$ cat config.mk
export PLATFORM = sky130hd
export DESIGN_NAME = epoch_tracker
export DESIGN_NICKNAME = d
export VERILOG_FILES = /design/src/rtl/epoch_pkg.sv /design/src/rtl/epoch_crc32.sv /design/src/rtl/epoch_table.sv /design/src/rtl/epoch_tracker.sv
export SDC_FILE = /design/constraint.sdc
export NUM_CORES = 2
export LEC_CHECK = 0
export CAP_MARGIN = 20
export CORE_UTILIZATION = 61
export CTS_CLUSTER_DIAMETER = 200
export DETAILED_ROUTE_END_ITERATION = 10
export PLACE_DENSITY = 0.82
export SLEW_MARGIN = 15
export SYNTH_ARGS = -nofsm -noshare
export SYNTH_HDL_FRONTEND = slang
export SYNTH_SLANG_ARGS = --single-unit
$ cat constraint.sdc
create_clock -name clk -period 31 [get_ports clk]
set_input_delay 6.2 -clock clk [delete_from_list [all_inputs] [get_ports clk]]
set_output_delay 6.2 -clock clk [all_outputs]
set_load 0.03 [all_outputs]
$ cat src/rtl/epoch_pkg.sv
package epoch_pkg;
  localparam int HASH_W = 32;
  localparam logic [HASH_W-1:0] CRC_POLY = 32'hEDB88320;
  typedef enum logic { EV_GRANT = 1'b0, EV_REVOKE = 1'b1 } ev_kind_e;
endpackage

$ cat src/rtl/epoch_crc32.sv
module epoch_crc32 #(
  parameter int DATA_W = 128
) (
  input  logic [DATA_W-1:0]               din,
  output logic [epoch_pkg::HASH_W-1:0]    crc
);
  import epoch_pkg::*;
  logic [HASH_W-1:0] acc;
  logic              fb;

  // bitwise reflected CRC, bit 0 first, unrolled into one combinational cone
  always_comb begin
    acc = '1;
    fb  = 1'b0;
    for (int b = 0; b < DATA_W; b++) begin
      fb  = acc[0] ^ din[b];
      acc = acc >> 1;
      if (fb) acc = acc ^ CRC_POLY;
    end
    crc = ~acc;
  end
endmodule

$ cat src/rtl/epoch_table.sv
module epoch_table #(
  parameter int ENTRIES = 16,
  parameter int ADDR_W  = 32,
  parameter int TIME_W  = 32,
  localparam int IDX_W  = (ENTRIES > 1) ? $clog2(ENTRIES) : 1
) (
  input  logic                          clk,
  input  logic                          rst_n,
  input  logic [ADDR_W-1:0]             evt_addr,
  input  logic [ADDR_W-1:0]             acc_addr,
  input  logic                          wr_en,
  input  logic [IDX_W-1:0]              wr_idx,
  input  logic                          wr_rw,
  input  logic [TIME_W-1:0]             wr_time,
  input  logic [epoch_pkg::HASH_W-1:0]  wr_hash,
  input  logic                          clr_en,
  input  logic [IDX_W-1:0]              clr_idx,
  output logic                          evt_hit,
  output logic [IDX_W-1:0]              evt_idx,
  output logic                          evt_rw,
  output logic [TIME_W-1:0]             evt_time_q,
  output logic [epoch_pkg::HASH_W-1:0]  evt_hash_q,
  output logic                          acc_hit,
  output logic                          acc_rw,
  output logic                          free_any,
  output logic [IDX_W-1:0]              free_idx
);
  import epoch_pkg::*;
  logic [ENTRIES-1:0]              slot_vld;
  logic [ENTRIES-1:0]              slot_rw;
  logic [ADDR_W-1:0]               slot_addr [ENTRIES];
  logic [TIME_W-1:0]               slot_time [ENTRIES];
  logic [HASH_W-1:0]               slot_hash [ENTRIES];
  logic [ENTRIES-1:0]              evt_match, acc_match;

  for (genvar g = 0; g < ENTRIES; g++) begin : g_slot
    assign evt_match[g] = slot_vld[g] && (slot_addr[g] == evt_addr);
    assign acc_match[g] = slot_vld[g] && (slot_addr[g] == acc_addr);

    always_ff @(posedge clk) begin
      if (!rst_n) begin
        slot_vld[g]  <= 1'b0;
        slot_rw[g]   <= 1'b0;
        slot_addr[g] <= '0;
        slot_time[g] <= '0;
        slot_hash[g] <= '0;
      end else if (wr_en && wr_idx == IDX_W'(g)) begin
        slot_vld[g]  <= 1'b1;
        slot_rw[g]   <= wr_rw;
        slot_addr[g] <= evt_addr;
        slot_time[g] <= wr_time;
        slot_hash[g] <= wr_hash;
      end else if (clr_en && clr_idx == IDX_W'(g)) begin
        slot_vld[g]  <= 1'b0;
      end
    end
  end

  always_comb begin
    evt_hit    = |evt_match;
    evt_idx    = '0;
    evt_rw     = 1'b0;
    evt_time_q = '0;
    evt_hash_q = '0;
    acc_hit    = |acc_match;
    acc_rw     = 1'b0;
    free_any   = ~&slot_vld;
    free_idx   = '0;
    for (int i = ENTRIES - 1; i >= 0; i--) begin
      if (evt_match[i]) begin
        evt_idx    = IDX_W'(i);
        evt_rw     = slot_rw[i];
        evt_time_q = slot_time[i];
        evt_hash_q = slot_hash[i];
      end
      if (acc_match[i]) acc_rw = slot_rw[i];
      if (!slot_vld[i]) free_idx = IDX_W'(i);
    end
  end
endmodule

$ cat src/rtl/epoch_tracker.sv
module epoch_tracker #(
  parameter int ENTRIES = 16,
  parameter int ADDR_W  = 32,
  parameter int TIME_W  = 32,
  parameter int DATA_W  = 128
) (
  input  logic              clk,
  input  logic              rst_n,
  input  logic              evt_valid,
  output logic              evt_ready,
  input  logic              evt_kind,
  input  logic              evt_rw,
  input  logic [ADDR_W-1:0] evt_addr,
  input  logic [TIME_W-1:0] evt_time,
  input  logic [DATA_W-1:0] evt_data,
  input  logic              acc_valid,
  input  logic              acc_store,
  input  logic [ADDR_W-1:0] acc_addr,
  output logic              err_access,
  output logic              err_overflow,
  output logic              inf_valid,
  input  logic              inf_ready,
  output logic [ADDR_W-1:0] inf_addr,
  output logic              inf_rw,
  output logic [TIME_W-1:0] inf_begin_time,
  output logic [31:0]       inf_begin_hash,
  output logic [TIME_W-1:0] inf_end_time,
  output logic [31:0]       inf_end_hash
);
  import epoch_pkg::*;
  localparam int IDX_W = (ENTRIES > 1) ? $clog2(ENTRIES) : 1;

  logic [HASH_W-1:0] evt_hash;
  logic              accept, is_grant, emit;
  logic              t_evt_hit, t_evt_rw, t_acc_hit, t_acc_rw, t_free_any;
  logic [IDX_W-1:0]  t_evt_idx, t_free_idx;
  logic [TIME_W-1:0] t_time;
  logic [HASH_W-1:0] t_hash;
  logic              wr_en, clr_en;
  logic [IDX_W-1:0]  wr_idx;

  epoch_crc32 #(.DATA_W(DATA_W)) u_crc (.din(evt_data), .crc(evt_hash));

  assign evt_ready = !inf_valid;
  assign accept    = evt_valid && evt_ready;
  assign is_grant  = (ev_kind_e'(evt_kind) == EV_GRANT);
  assign emit      = accept && t_evt_hit;
  assign wr_en     = accept && is_grant && (t_evt_hit || t_free_any);
  assign wr_idx    = t_evt_hit ? t_evt_idx : t_free_idx;
  assign clr_en    = accept && !is_grant && t_evt_hit;

  epoch_table #(.ENTRIES(ENTRIES), .ADDR_W(ADDR_W), .TIME_W(TIME_W)) u_tab (
    .clk(clk), .rst_n(rst_n),
    .evt_addr(evt_addr), .acc_addr(acc_addr),
    .wr_en(wr_en), .wr_idx(wr_idx), .wr_rw(evt_rw),
    .wr_time(evt_time), .wr_hash(evt_hash),
    .clr_en(clr_en), .clr_idx(t_evt_idx),
    .evt_hit(t_evt_hit), .evt_idx(t_evt_idx), .evt_rw(t_evt_rw),
    .evt_time_q(t_time), .evt_hash_q(t_hash),
    .acc_hit(t_acc_hit), .acc_rw(t_acc_rw),
    .free_any(t_free_any), .free_idx(t_free_idx)
  );

  // summary record register: one slot, drained by inf_ready
  always_ff @(posedge clk) begin
    if (!rst_n) begin
      inf_valid      <= 1'b0;
      inf_addr       <= '0;
      inf_rw         <= 1'b0;
      inf_begin_time <= '0;
      inf_begin_hash <= '0;
      inf_end_time   <= '0;
      inf_end_hash   <= '0;
    end else if (emit) begin
      inf_valid      <= 1'b1;
      inf_addr       <= evt_addr;
      inf_rw         <= t_evt_rw;
      inf_begin_time <= t_time;
      inf_begin_hash <= t_hash;
      inf_end_time   <= evt_time;
      inf_end_hash   <= evt_hash;
    end else if (inf_valid && inf_ready) begin
      inf_valid      <= 1'b0;
    end
  end

  // error pulses, judged against pre-event table state
  always_ff @(posedge clk) begin
    if (!rst_n) begin
      err_access   <= 1'b0;
      err_overflow <= 1'b0;
    end else begin
      err_access   <= acc_valid && (!t_acc_hit || (acc_store && !t_acc_rw));
      err_overflow <= accept && is_grant && !t_evt_hit && !t_free_any;
    end
  end
endmodule

== Word level (Yosys, flattened, before mapping) ==
Memory sizes are Yosys's and may differ from the RTL's.
Cells that the tools add are included.
Cells by class
  bitwise operators: 304
  equal/unequal tests: 62
  multiplexer cells: 356
  reduce and logical (&&, ||, !) cells: 104
Operators with widths (number)
  two-way mux 32 bit: 208
  inverter 13 -> 14 bit: 127
  == test 32 bit: 32
  two-way mux 4 bit: 33
  bitwise XOR 1 bit: 127
  two-way mux 1 bit: 115
  logical AND 1 bit: 75
  == test 4 bit (second input constant): 16
  bitwise OR 1 bit: 48
  nonzero test 2 bit: 17
  == test 4 x 3 -> 1 bit (second input constant): 8
  inverter 32 bit: 1
  OR reduction 16 bit: 2
  == test 4 x 2 -> 1 bit (second input constant): 4
  AND reduction 16 bit: 1
  == test 4 x 1 -> 1 bit (second input constant): 2
  zero test 4 bit: 2
  zero test 1 bit: 5
  logical OR 1 bit: 2
  inverter 1 bit: 1
Storage, ports and cells
  register bits: 196
  word-level logic and storage cells: 870
  RAM bits: 1536
  memories kept: 3
Memory list
  u_tab.slot_addr: depth 16, bits a word 32, read ports 16, clocked after Yosys merged registers in 0, write ports 16, line epoch_table.sv:31  | logic [ADDR_W-1:0] slot_addr [ENTRIES];
  u_tab.slot_hash: depth 16, bits a word 32, read ports 16, clocked after Yosys merged registers in 0, write ports 16, line epoch_table.sv:33  | logic [HASH_W-1:0] slot_hash [ENTRIES];
  u_tab.slot_time: depth 16, bits a word 32, read ports 16, clocked after Yosys merged registers in 0, write ports 16, line epoch_table.sv:32  | logic [TIME_W-1:0] slot_time [ENTRIES];

== Depth between registers and ports, before layout ==
  depth in word-level cells: 257
  depth in mapped cells: 29

== By module ==
A second synthesis with hierarchy kept.
Unflattened totals
  cell total of the unflattened synthesis: 8674
  area total of the unflattened synthesis: 101910.2 um2
By module, submodules not included
  epoch_table: cells each 6932, area an instance 80583.5 um2, times used 1, seq. area each 46764.9 um2
  epoch_crc32: cells each 1025, area an instance 14800.4 um2, times used 1, seq. area each 0.0 um2
  epoch_tracker: cells each 717, area an instance 6526.3 um2, times used 1, seq. area each 3283.1 um2

== Worst setup path before layout ==
No wires, ideal clock.
  path type: input to register
  from: in evt_addr[26]
  to: mem u_tab.slot_addr[4][0] (enable)
  path buffers: 2
  library setup time: 0.686 ns
  slack: 14.050 ns
  cell stages on the path: 15
  arrival: 16.264 ns
  cells stage by stage: clkbuf_1 -> clkbuf_1 -> xnor2_1 -> nand4_1 -> nor4_1 -> nand4_1 -> nor4_1 -> nor2_1 -> nand2_1 -> nor2_1 -> nand4_1 -> nor3_1 -> or4_1 -> nand2b_1 -> o21ai_0
RTL lines
  start: declaration: line epoch_tracker.sv:13  | input logic [ADDR_W-1:0] evt_addr,
  end: declaration: line epoch_table.sv:31

== Final worst setup path ==
  from: in evt_data[2]
  to: reg inf_end_hash[29]
Between the ends
  cells in the longest elaborated chain, start to end: 182
Ends and longest elaborated chain
  start: declaration: line epoch_tracker.sv:15  | input logic [DATA_W-1:0] evt_data,
  bitwise XOR 1 bit (*): line epoch_crc32.sv:16  | fb = acc[0] ^ din[b];
  two-way mux 32 bit (*) (2 in a row): line epoch_crc32.sv:18  | if (fb) acc = acc ^ CRC_POLY;
  inverter 13 -> 14 bit (no line) / two-way mux 32 bit (equally long branches)
  two-way mux 32 bit (*): line epoch_crc32.sv:18
  inverter 13 -> 14 bit (no line) / two-way mux 32 bit (equally long branches)
  two-way mux 32 bit (*) (2 in a row): line epoch_crc32.sv:18
  inverter 13 -> 14 bit (no line) / two-way mux 32 bit (equally long branches)
  two-way mux 32 bit (*): line epoch_crc32.sv:18
  [159 not listed]
  two-way mux 32 bit (*) (6 in a row): line epoch_crc32.sv:18
  bitwise XOR 1 bit / two-way mux 32 bit (equally long branches): line epoch_crc32.sv:16, epoch_crc32.sv:18
  two-way mux 32 bit (*): line epoch_crc32.sv:18
  inverter 13 -> 14 bit (no line) / bitwise XOR 1 bit (equally long branches)
  two-way mux 32 bit (*): line epoch_crc32.sv:18
  inverter 13 -> 14 bit (no line)
  two-way mux 32 bit (*): line epoch_crc32.sv:18
  inverter 32 bit (*): line epoch_crc32.sv:20  | crc = ~acc;
  end signal: assignment: line epoch_tracker.sv:81  | inf_end_hash <= evt_hash;
  end: declaration: line epoch_tracker.sv:28  | output logic [31:0] inf_end_hash
Every way passes the cells marked *.
A chain may end at the register's enable or synchronous reset.

==> impl_metrics.py <==
metrics = {
    "outcome": {
        "status": "finished, final reports clean",
    },
    "timing": {
        "tightest_slew_ns": 1.21,
        "setup_tns_ns": 0,
        "final.min_clock_period_ns": 18.69,
        "finClkSkew_ns": 0.0507,
        "clock.fmax_ghz": 0.0535,
        "slew_headroom_pct": 19.5,
        "setup_viol": 0,
        "rsz0062_at_grt": "no",
        "min_period_over_period_pct": 60.3,
        "finalMaxSlewViolations": 0,
        "finalHoldViolCount": 0,
    },
    "route": {
        "ant_nets": 0,
        "avgRoutedWirePerCell_um": 31.0,
        "drt-total-wl_um": 343000,
        "via_per_inst": 6.71,
        "firstDrtPassIters": 6,
        "vias": 74300,
        "drcViolationCount": 0,
        "drt-initial-drc-count": 12400,
    },
    "cts": {
        "cts_tree": "done",
        "path_clk_slew_ns": 0.06,
        "clk_latency_ns": 0.85,
        "cts_buffer_depth": 3,
        "cts_buffers": 175,
        "clock_sinks": 1732,
        "htreeDepth": 4,
        "cts_root_buffer": "clkbuf_16",
        "post_cts_resized": 0,
        "hold_buffers": 0,
        "postCtsSetupBuffers": 0,
    },
    "synth": {
        "syn_area_per_cell_um2": 11.3,
        "ys_async_sr_fraction_pct": 0,
        "synth_edf_count": 1536,
        "synth_cell_types": 52,
        "synth_top_family_by_area": "XOR/XNOR gates",
        "syn_inst": 8783,
        "synth_fa_ha_area_share_pct": 0,
        "synth_xor_xnor_area_share_pct": 24.5,
        "synth_area_mm2": 0.0993,
        "ys_dominant_reg_cell": "edfxtp_1",
        "ys_ff_latch": 1732,
        "synth_compound_area_share_pct": 7.25,
        "synth.top_cell.area_share_pct": 46.4,
        "synth_largest_area_cell": "edfxtp_1",
        "ys_seq_area_share_pct": 50.4,
        "mappedNetlistNets": 9015,
        "synth_top_cells_by_count": "edfxtp_1, xnor2_1, nand2_1",
        "ys_warn_count": 0,
        "synth_simple_gate_area_share_pct": 14.5,
        "synth_area_leaders": "edfxtp_1, xnor2_1, xnor3_1",
        "yosysMostFrequentCell": "edfxtp_1",
        "muxShareOfSynthArea_pct": 0.139,
    },
    "floorplanning": {
        "dieWidth_um": 406,
        "row_count": 147,
        "ioPinCount": 397,
        "die-area_mm2": 0.164,
        "coreArea_mm2": 0.161,
        "dieHeight_um": 406,
        "initial_core_util_pct": 61.6,
    },
    "placed_design": {
        "place.gp.congestion": 0.981,
        "dp_hpwl_um": 205000,
        "portBuffers": 396,
    },
    "setup_path": {
        "crit_path_end_kind": "register",
        "reg2reg_to": "u_tab.slot_hash[1][169]$_SDFFCE_PN0P_",
        "reg2reg_depth": 20,
        "regToRegStartpoint": "u_tab.slot_addr[12][7]$_SDFFCE_PN0P_",
        "cp.required_ns": 31.67,
        "worstPathArrival_ns": 19.36,
        "crit_fanout": 22,
        "critical_path_class": "input pin to register",
        "reg2reg_slack_ns": 23.35,
        "worst_setup_path_start_kind": "input pin",
    },
    "cells_and_area": {
        "area_growth_pct": 11.5,
        "nets": 8998,
        "final_util_pct": 68.8,
        "drive_above_1_share_pct": 7.65,
    },
    "worst_hold_path": {
        "min_to": "inf_addr[1]$_SDFFE_PN0P_",
        "min_path_cells": 2,
        "hold_class": "register to register",
        "hold_start": "inf_addr[1]$_SDFFE_PN0P_",
    },
    "flow_run": {
        "cap_violations": 0,
    },
    "global_route": {
        "grtUsageTotal_pct": 41.2,
        "grt_pass1_vias": 73700,
        "grt_antenna_before_repair": 10,
        "grt_first_pass_wirelength_um": 490000,
        "globalRouteOverflowTotal": 0,
        "grt_max_degree": 138,
    },
}
[kinds of logic (layout without fill, tap and decap cells)]
logic type,count (synthesis),in the layout
multiplexers,13,13
AND/OR/NAND/NOR,2951,2951
XOR/XNOR,2046,2046
AO/OA/AOI/OAI,1214,1214
buffers and inverters,827,959
other,0,3
flip-flops,1732,1732
[sequential cells by signal (all words and copies together), names as in the netlist, 16 cells and up]
signal,cells
inf_addr,32
inf_begin_hash,32
inf_begin_time,32
inf_end_hash,32
inf_end_time,32
u_tab.slot_addr,512
u_tab.slot_hash,512
u_tab.slot_rw,16
u_tab.slot_time,512
u_tab.slot_vld,16
[cell type report]
| class | count | area, µm² |
|---|---|---|
| flip-flops and latches | 1732 | 50000 |
| clock buffers | 262 | 5080 |
| well taps | 2160 | 2700 |
| multi-input cells | 6224 | 46600 |
| fillers | 11400 | 50300 |
| diodes | 3 | 7.51 |
| repair buffers | 601 | 5600 |
| clock inverters | 64 | 673 |
| inverters | 32 | 125 |
[routing by layer]
| metal | part of all wire, % | GRT usage [%] | vias to the layer above |
|---|---|---|---|
| met3 | 15 | 12.2 | 1526 |
| li1 | - | - | 30900 |
| met1 | 33 | 50.9 | 35400 |
| met5 | 0.057 | 0 | - |
| met2 | 44 | 62.6 | 6427 |
| met4 | 8.0 | 27.9 | 12 |
[cells in the final DEF (no fill, tap or decap), types with 92 or more instances in the layout]
| cell type | instances |
|---|---|
| clkdlybuf4s50_1 | 367 |
| and3_1 | 721 |
| nand4_1 | 204 |
| xnor3_1 | 298 |
| xor2_1 | 413 |
| and2_1 | 241 |
| nor4_1 | 92 |
| clkbuf_16 | 179 |
| nand2_1 | 806 |
| dfxtp_1 | 196 |
| a221oi_1 | 127 |
| edfxtp_1 | 1536 |
| o21ai_0 | 469 |
| xnor2_1 | 1150 |
| a21oi_1 | 340 |
| o211ai_1 | 208 |
| buf_4 | 189 |
| nor2_1 | 766 |
[through the flow]
| stage | setup WS (ns) | hold WS [ns] | std cells | area [µm²] |
|---|---|---|---|---|
| floorplan | 14.05 | 0.455 | 8783 | 99300 |
| global route | 11.62 | 0.472 | 11100 | 111000 |
| finish | 12.31 | 0.450 | 11100 | 111000 |
| CTS | 12.30 | 0.452 | 11100 | 111000 |
| detailed placement | 11.51 | 0.445 | 10700 | 105000 |
| global placement | 11.60 | 0.438 | 10700 | 105000 |
[worst max-delay path by stage]
stage	startpoint	to	slack, ns
final	evt_data[2]	inf_end_hash[29]$_SDFFE_PN0P_	12.31
after global routing	evt_data[2]	u_tab.slot_hash[0][61]$_SDFFCE_PN0P_	11.62
after CTS	evt_data[2]	inf_end_hash[29]$_SDFFE_PN0P_	12.30
after detailed placement	evt_data[2]	inf_end_hash[29]$_SDFFE_PN0P_	11.51
after global placement	evt_data[2]	inf_end_hash[29]$_SDFFE_PN0P_	11.60
after floorplan	evt_addr[26]	u_tab.slot_addr[4][0]$_SDFFCE_PN0P_	14.05
[critical path, stage by stage]
cell and delay [ns]:
clkdlybuf4s50_1 0.99, xor2_2 0.20, xnor2_2 0.55, xnor3_1 0.66, xor2_1 0.37, xnor3_1 0.74
xnor3_1 0.40, xnor2_1 0.52, xnor2_1 0.19, buf_4 0.25, xnor3_1 0.71, xnor2_2 0.45
xnor3_1 0.57, xnor2_2 0.35, xnor3_2 0.42, xnor3_2 0.58, xnor3_1 0.39, xnor3_2 0.54
xor3_1 0.46, xnor3_1 0.52, xnor3_2 0.57, xnor3_1 0.43, xnor3_2 0.73, xnor2_4 0.60
xor2_2 0.65, o21a_1 0.22, nor2_1 0.04
Power is not shown: default switching activity piles up to over one toggle a cycle in this logic, so the estimate is an artifact.
